--- src/rtl/exc_sel_pkg.sv ---
package exc_sel_pkg;
  localparam int VEC_W   = 16;
  localparam int CAUSE_W = 4;
  localparam int RANK_N  = 14;
  localparam int MODE_W  = 2;

  typedef enum logic [MODE_W-1:0] {
    SEL_ALL     = 2'b00,
    SEL_FETCH   = 2'b01,
    SEL_UNIT    = 2'b10,
    SEL_ALL_ALT = 2'b11
  } sel_mode_e;

  // causes that exist at all (bits 10 and 14 are holes)
  localparam logic [VEC_W-1:0] DEFINED_MASK = 16'hBBFF;
  // causes raised by fetch/decode: 0, 1, 2, 12
  localparam logic [VEC_W-1:0] FETCH_MASK   = 16'h1007;

  // rank 0 is the strongest
  function automatic logic [CAUSE_W-1:0] cause_at_rank(input int r);
    case (r)
      0:       return 4'd3;
      1:       return 4'd12;
      2:       return 4'd1;
      3:       return 4'd2;
      4:       return 4'd0;
      5:       return 4'd11;
      6:       return 4'd9;
      7:       return 4'd8;
      8:       return 4'd15;
      9:       return 4'd13;
      10:      return 4'd7;
      11:      return 4'd5;
      12:      return 4'd6;
      default: return 4'd4;
    endcase
  endfunction

  function automatic logic [VEC_W-1:0] eligible_mask(input logic [MODE_W-1:0] mode,
                                                    input logic [VEC_W-1:0] unit_en);
    logic [VEC_W-1:0] m;
    case (mode)
      SEL_FETCH: m = FETCH_MASK;
      SEL_UNIT:  m = unit_en;
      default:   m = {VEC_W{1'b1}};
    endcase
    return m & DEFINED_MASK;
  endfunction
endpackage

--- src/rtl/exc_mask_gate.sv ---
module exc_mask_gate
  import exc_sel_pkg::*;
(
  input  logic [VEC_W-1:0]  raw_vec,
  input  logic [MODE_W-1:0] mode,
  input  logic [VEC_W-1:0]  unit_en,
  output logic [VEC_W-1:0]  masked_vec
);
  logic [VEC_W-1:0] keep_w;

  assign keep_w     = eligible_mask(mode, unit_en);
  assign masked_vec = raw_vec & keep_w;

  always_comb begin
    // holes never pass
    p_holes_dropped_r7: assert (masked_vec[10] == 1'b0 && masked_vec[14] == 1'b0);
    // fetch mode keeps only fetch causes
    if (mode == SEL_FETCH)
      p_fetch_subset_r4: assert ((masked_vec & ~FETCH_MASK) == '0);
    // unit mode keeps only enabled bits
    if (mode == SEL_UNIT)
      p_unit_subset_r5: assert ((masked_vec & ~unit_en) == '0);
    // nothing appears that was not raised
    p_no_new_flag_r1: assert ((masked_vec & ~raw_vec) == '0);
  end
endmodule

--- src/rtl/exc_prio_pick.sv ---
module exc_prio_pick
  import exc_sel_pkg::*;
(
  input  logic [VEC_W-1:0]   cand_vec,
  output logic               pick_valid,
  output logic [CAUSE_W-1:0] pick_cause
);
  logic [RANK_N-1:0]  rank_hit;
  logic [RANK_N-1:0]  rank_grant;
  logic [RANK_N:0]    seen_above;
  logic [CAUSE_W-1:0] rank_code [RANK_N];

  assign seen_above[0] = 1'b0;

  for (genvar r = 0; r < RANK_N; r++) begin : g_rank
    localparam logic [CAUSE_W-1:0] CODE = cause_at_rank(r);
    assign rank_code[r]     = CODE;
    assign rank_hit[r]      = cand_vec[CODE];
    assign rank_grant[r]    = rank_hit[r] & ~seen_above[r];
    assign seen_above[r+1]  = seen_above[r] | rank_hit[r];
  end

  assign pick_valid = seen_above[RANK_N];

  always_comb begin
    pick_cause = '0;
    for (int r = 0; r < RANK_N; r++)
      pick_cause |= rank_code[r] & {CAUSE_W{rank_grant[r]}};
  end

  always_comb begin
    // at most one rank wins
    p_single_grant_r2: assert ($onehot0(rank_grant));
    // valid exactly when a candidate is present
    p_valid_matches_r8: assert (pick_valid == (cand_vec != '0));
    // idle output is zero
    if (!pick_valid)
      p_idle_zero_r8: assert (pick_cause == '0);
    // the reported cause is a raised candidate
    if (pick_valid)
      p_cause_raised_r1: assert (cand_vec[pick_cause]);
  end
endmodule

--- src/rtl/exc_cause_sel.sv ---
module exc_cause_sel
  import exc_sel_pkg::*;
(
  input  logic [15:0] exc_vec,
  input  logic [1:0]  sel_mode,
  input  logic [15:0] unit_en,
  output logic        hit_valid,
  output logic [3:0]  hit_cause
);
  logic [VEC_W-1:0] masked_w;

  exc_mask_gate i_gate (
    .raw_vec    (exc_vec),
    .mode       (sel_mode),
    .unit_en    (unit_en),
    .masked_vec (masked_w)
  );

  exc_prio_pick i_pick (
    .cand_vec   (masked_w),
    .pick_valid (hit_valid),
    .pick_cause (hit_cause)
  );

  always_comb begin
    // a hole index is never reported
    if (hit_valid)
      p_no_hole_cause_r7: assert (hit_cause != 4'd10 && hit_cause != 4'd14);
    // fetch mode only reports fetch causes
    if (hit_valid && sel_mode == SEL_FETCH)
      p_fetch_cause_r4: assert (hit_cause == 4'd0 || hit_cause == 4'd1 ||
                                hit_cause == 4'd2 || hit_cause == 4'd12);
  end
endmodule

--- config.mk ---
export PLATFORM = sky130hd
export DESIGN_NAME = exc_cause_sel
export DESIGN_NICKNAME = d
export VERILOG_FILES = /design/src/rtl/exc_sel_pkg.sv /design/src/rtl/exc_mask_gate.sv /design/src/rtl/exc_prio_pick.sv /design/src/rtl/exc_cause_sel.sv
export SDC_FILE = /design/constraint.sdc
export NUM_CORES = 1
export LEC_CHECK = 0
export CORE_UTILIZATION = 33
export DETAILED_ROUTE_END_ITERATION = 7
export PLACE_DENSITY = 0.82
export SYNTH_ARGS = -nofsm -noshare
export SYNTH_HDL_FRONTEND = slang
export SYNTH_SLANG_ARGS = --single-unit
--- constraint.sdc ---
create_clock -name vclk -period 2.5
set_input_delay 0.375 -clock vclk [all_inputs]
set_output_delay 0.375 -clock vclk [all_outputs]
set_load 0.03 [all_outputs]
== Word-level counts from Yosys, hierarchy flattened ==
Index checks and enable logic that the tools add are counted.

* Output and inout port bits: 5
* Input bits: 34
* Bits in registers: 0

* Bitwise operators: 50
* Multiplexer cells: 1
* Equality and inequality tests: 2

{| class="wikitable"
|+ Operator list
! kind !! count
|-
| 16-bit one-hot mux with 2 select lines || 1
|-
| 4-bit OR || 5
|-
| 16-bit AND || 1
|-
| 4-bit by 3-bit OR with 4-bit output || 4
|-
| 1-bit OR || 13
|-
| 1-bit AND || 12
|-
| 1-bit NOT || 12
|-
| 2-bit by 4-bit OR with 4-bit output || 1
|-
| 4-bit by 1-bit OR with 4-bit output || 1
|-
| 4-bit by 2-bit OR with 4-bit output || 1
|-
| 2-bit by 1-bit == test with 1-bit output (second input constant) || 1
|-
| 2-bit == test (second input constant) || 1
|}

== Logic depth before layout (Yosys ltp) ==
Gate-level depths: netlist of run 1.

* Word-level depth: 18
* Mapped depth: 8
* Gate-level depth less buffers: 6

== Hierarchy ==
From an unflattened synthesis of run 1, not the netlist that was laid out.

* Cells, all modules: 63
* Area total of the unflattened synthesis: 421.7 µm²

{| class="wikitable"
|+ Modules (own cells, without submodules)
! module !! area each (µm²) !! instances !! cells each !! seq. area each (µm²)
|-
| exc_mask_gate || 285.3 || 1 || 40 || 0.0
|-
| exc_prio_pick || 136.4 || 1 || 23 || 0.0
|}

== Worst setup path before layout of run 1 ==
Ideal clock, no wire load.

* Path kind: input to output
* From: input sel_mode[0]
* To: output hit_cause[1]
* Path slack: -0.100 ns
* Arrival time: 2.225 ns
* Stages: 6
* Cell sequence: inv_1 > ha_1 > a211oi_1 > a2bb2oi_1 > nand3_1 > o311ai_1

* Cells in the longest elaborated chain, start to end: 18
* Elaborated cells between the ends (all ways): 37
* Those cells by class: eq/ne: 2; mux: 1; bitwise: 34

{| class="wikitable"
|+ RTL lines
! item !! line !! RTL
|-
| start: declaration || exc_cause_sel.sv:5 || <nowiki>input logic [1:0] sel_mode,</nowiki>
|-
| 2-bit == test / 2-bit by 1-bit == test with 1-bit output (equally long branches) || - ||
|-
| 16-bit one-hot mux with 2 select lines (*) || exc_sel_pkg.sv:42 || <nowiki>case (mode)</nowiki>
|-
| 16-bit AND (*) || exc_mask_gate.sv:12 || <nowiki>assign masked_vec = raw_vec & keep_w;</nowiki>
|-
| 1-bit OR (4 in a row) || exc_prio_pick.sv:20 || <nowiki>assign seen_above[r+1] = seen_above[r] | rank_hit[r];</nowiki>
|-
| 1-bit NOT / 1-bit OR (equally long branches) || exc_prio_pick.sv:19, exc_prio_pick.sv:20 ||
|-
| 1-bit AND / 1-bit OR (equally long branches) || exc_prio_pick.sv:19, exc_prio_pick.sv:20 ||
|-
| 4-bit OR / 1-bit OR (equally long branches) || exc_prio_pick.sv:28, exc_prio_pick.sv:20 ||
|-
| 4-bit OR, or another cell as far along (4 in a row) || exc_prio_pick.sv:28 || <nowiki>pick_cause |= rank_code[r] & {CAUSE_W{rank_grant[r]}};</nowiki>
|-
| 4-bit by 3-bit OR with 4-bit output / 1-bit NOT (equally long branches) || exc_prio_pick.sv:28, exc_prio_pick.sv:19 ||
|-
| 4-bit by 3-bit OR with 4-bit output / 1-bit AND (equally long branches) || exc_prio_pick.sv:28, exc_prio_pick.sv:19 ||
|-
| 4-bit by 3-bit OR with 4-bit output (*) (2 in a row) || exc_prio_pick.sv:28 ||
|-
| end: declaration || exc_cause_sel.sv:8 || <nowiki>output logic [3:0] hit_cause</nowiki>
|}

Mark *: on every way between the ends. The rest lies on a longest branch, timed or not.

== Worst setup path after layout of run 1 ==
* From: input exc_vec[7]
* To: output hit_valid

* Cells in the longest elaborated chain, start to end: 5

{| class="wikitable"
|+ RTL lines
! item !! line !! RTL
|-
| start: declaration || exc_cause_sel.sv:4 || <nowiki>input logic [15:0] exc_vec,</nowiki>
|-
| 16-bit AND || exc_mask_gate.sv:12 ||
|-
| 1-bit OR (4 in a row) || exc_prio_pick.sv:20 ||
|-
| end: declaration || exc_cause_sel.sv:7 || <nowiki>output logic hit_valid,</nowiki>
|}

No other way between the ends.

==> metrics.txt, run 1 <==
status=finished with violations; failing checks=negative setup slack; die width=38.2 um; Initial Util=0.374; ANT nets after route=0; cell area after layout=1020 um^2; CORE AREA=1160 um^2; Critical Path End Type=output pin; syn avg cell area=6.56 um^2; setup violators final=1; VDD IR-drop max=0.129 mV; Critical Path Start=exc_vec[7]; Post-Route WL=2.23 mm; layout cell share with drive strength beyond 1=0.380; register area share after synthesis=0; via density per instance=around 5.7; initial antenna violation count=0; CP cell instances=clkdlybuf4s50_1 -> a22o_1 -> a2111oi_2 -> or3b_1 -> buf_2; Yosys Warn Count=0; WP buf/inv=2; Placement Setup Slack=-0.789 ns; Setup CP Type=primary input to output pin; vias in the first global route=775; pwr/cell area=~240 nW/um^2; critical path's top delay family=compound AO/OA/AOI/OAI gates; cells after synthesis=66; HP Class=primary input to output pin; IO buf count=35; Final Cycle Share=1.01; Critical Path Fanout Max=3; Cell variety after synth=33; Worst setup SP type=primary input; CP max stage delay=0.45 ns; DR pass1 iterations=4; fmax=between 300 and 400 MHz; clock buffer count=0; Area growth syn-to-layout=136%; Post-route DRC=0; syn_nets=about 100; max cap viols=0; PnR worst setup slack=-0.0128 ns; DR WL/cell=16.5 um; fin nets=between 150 and 200; Die Y=between 30 and 40 um; # diodes=0; Slowest cell on crit path=clkdlybuf4s50_1; Die ar.=1460 um^2; via count=776; number of flip-flops and latches=0; io pins=39; total congestion overflow=0; Power, Total=around 250 uW; Final Hold Fails=0; Seq. cell area=0 um^2; min cycle time layout=2.51 ns; global-route wire length before repair=3.08 mm; Pleak=0.000423 uW; dpl cell area=roughly 940 um^2; largest net degree at the start of global routing=8; Crit path required time=2.12 ns; hpwl dp=roughly 1.5 mm; Critical Path AT=between 2 and 2.5 ns; drt first-iter violations=21; Synth Cell Area=433 um^2; Worst Setup EP=hit_valid; measured slew at the worst slew-check pin=0.387 ns; Slew Viols, Final=0; Final GP Congestion=approximately 0.73; fill count=58; Core Rows=12; unrepaired setup endpoints after global routing=true; stages on the worst setup path=5; overall global routing resource usage=0.290; Worst slew margin=0.739
==> cells in the final DEF, fill, tap and decap left out, drive strengths merged <==
cell type,count
buf,30
a2bb2oi,2
inv,7
ha,3
a211o,2
o21a,1
a22o,1
a22oi,3
nand2,6
o221ai,1
nand2b,1
a211oi,4
a311oi,1
o22ai,3
a2111oi,1
o31ai,2
o21ai,3
o311ai,1
a21oi,1
a21boi,1
nand3,2
a221oi,1
o2111ai,1
nor3,2
clkdlybuf4s50,28
and2,1
a31oi,1
or3b,1
or2,2
nor2,8
==> cells by family (layout without fill, tap and decap cells) <==
kind of cell | count (synthesis) | in the layout | share of synthesized area
and+or+nand+nor | 23 | 23 | 0.257
AOI/OAI and AO/OA | 30 | 30 | 0.532
adders and majority gates | 3 | 3 | 0.0867
buffers and inverters | 10 | 65 | 0.124
==> repair_timing <==
item | CTS | global route
setup endpoints to repair | 5 | 5
hold buffers | 0 | 0
hold endpoints to repair | 0 | 0
gates resized for setup | 19 | 9
setup buffers | 0 | 2
pin swaps | 1 | 6
==> power by group <==
part           internal (uW)  total, uW  switching [uW]
combinational            132        245             113
sequential                 0          0               0
clock                      0          0               0
==> layout make-up <==
type	instances	area, um^2	area share
Timing Repair Buffer	58	498	0.487
Tap cell	14	17.5	0.0171
Inverter	7	28.8	0.0282
Multi-Input combinational cell	56	478	0.468
==> routing by layer <==
metal,track usage,share of wire,vias to the layer above
met5,0,0,-
met4,0.107,0.029,0
met3,0.0116,0.028,6
met2,0.589,0.55,33
met1,0.302,0.39,372
li1,-,-,365
==> metrics by stage <==
| stage | hold WS [ns] | utilization | setup TNS [ns] | cells |
|---|---|---|---|---|
| floorplan | 0.968 | - | -0.0218 | 66 |
| global placement | 1.61 | 0.812 | -1.86 | 133 |
| detailed placement | 1.62 | 0.812 | -2.36 | 133 |
| CTS | 1.62 | 0.851 | 0 | 133 |
| global route | 1.66 | 0.884 | -0.100 | 135 |
| finish | 1.64 | 0.884 | -0.0128 | 135 |
==> worst min-delay path by stage <==
stage | start | end | slack [ns] | cells after the start
finish | exc_vec[3] | hit_cause[0] | 1.64 | 5
global route | exc_vec[3] | hit_cause[0] | 1.66 | 5
CTS | exc_vec[3] | hit_cause[0] | 1.62 | 5
detailed placement | exc_vec[3] | hit_cause[0] | 1.62 | 5
global placement | exc_vec[3] | hit_cause[0] | 1.61 | 5
floorplan | exc_vec[12] | hit_cause[2] | 0.97 | 2
==> cells in the mapped netlist, types with 2 or more instances <==
cell	instances	area share
a2bb2oi_1	2	0.040
ha_1	3	0.087
inv_1	7	0.061
a211o_1	2	0.040
buf_6	2	0.052
nand3_1	2	0.023
o31ai_1	2	0.035
o21ai_0	2	0.023
nand2_1	6	0.052
o22ai_1	3	0.043
a22oi_1	3	0.052
nor3_1	2	0.023
a211oi_1	4	0.069
nor2_1	7	0.061
Note: power is estimated with default switching activity, not from simulation.
==> inputs of run 2 (changes only) <==
--- a/config.mk
+++ b/config.mk
@@ -7,6 +7,7 @@
 export LEC_CHECK = 0
 export CORE_UTILIZATION = 33
 export DETAILED_ROUTE_END_ITERATION = 7
+export GPL_ROUTABILITY_DRIVEN = 0
 export PLACE_DENSITY = 0.82
 export SYNTH_ARGS = -nofsm -noshare
 export SYNTH_HDL_FRONTEND = slang
==> results of run 2 <==
The final DEF is identical to that of run 1; final timing and power are the same.
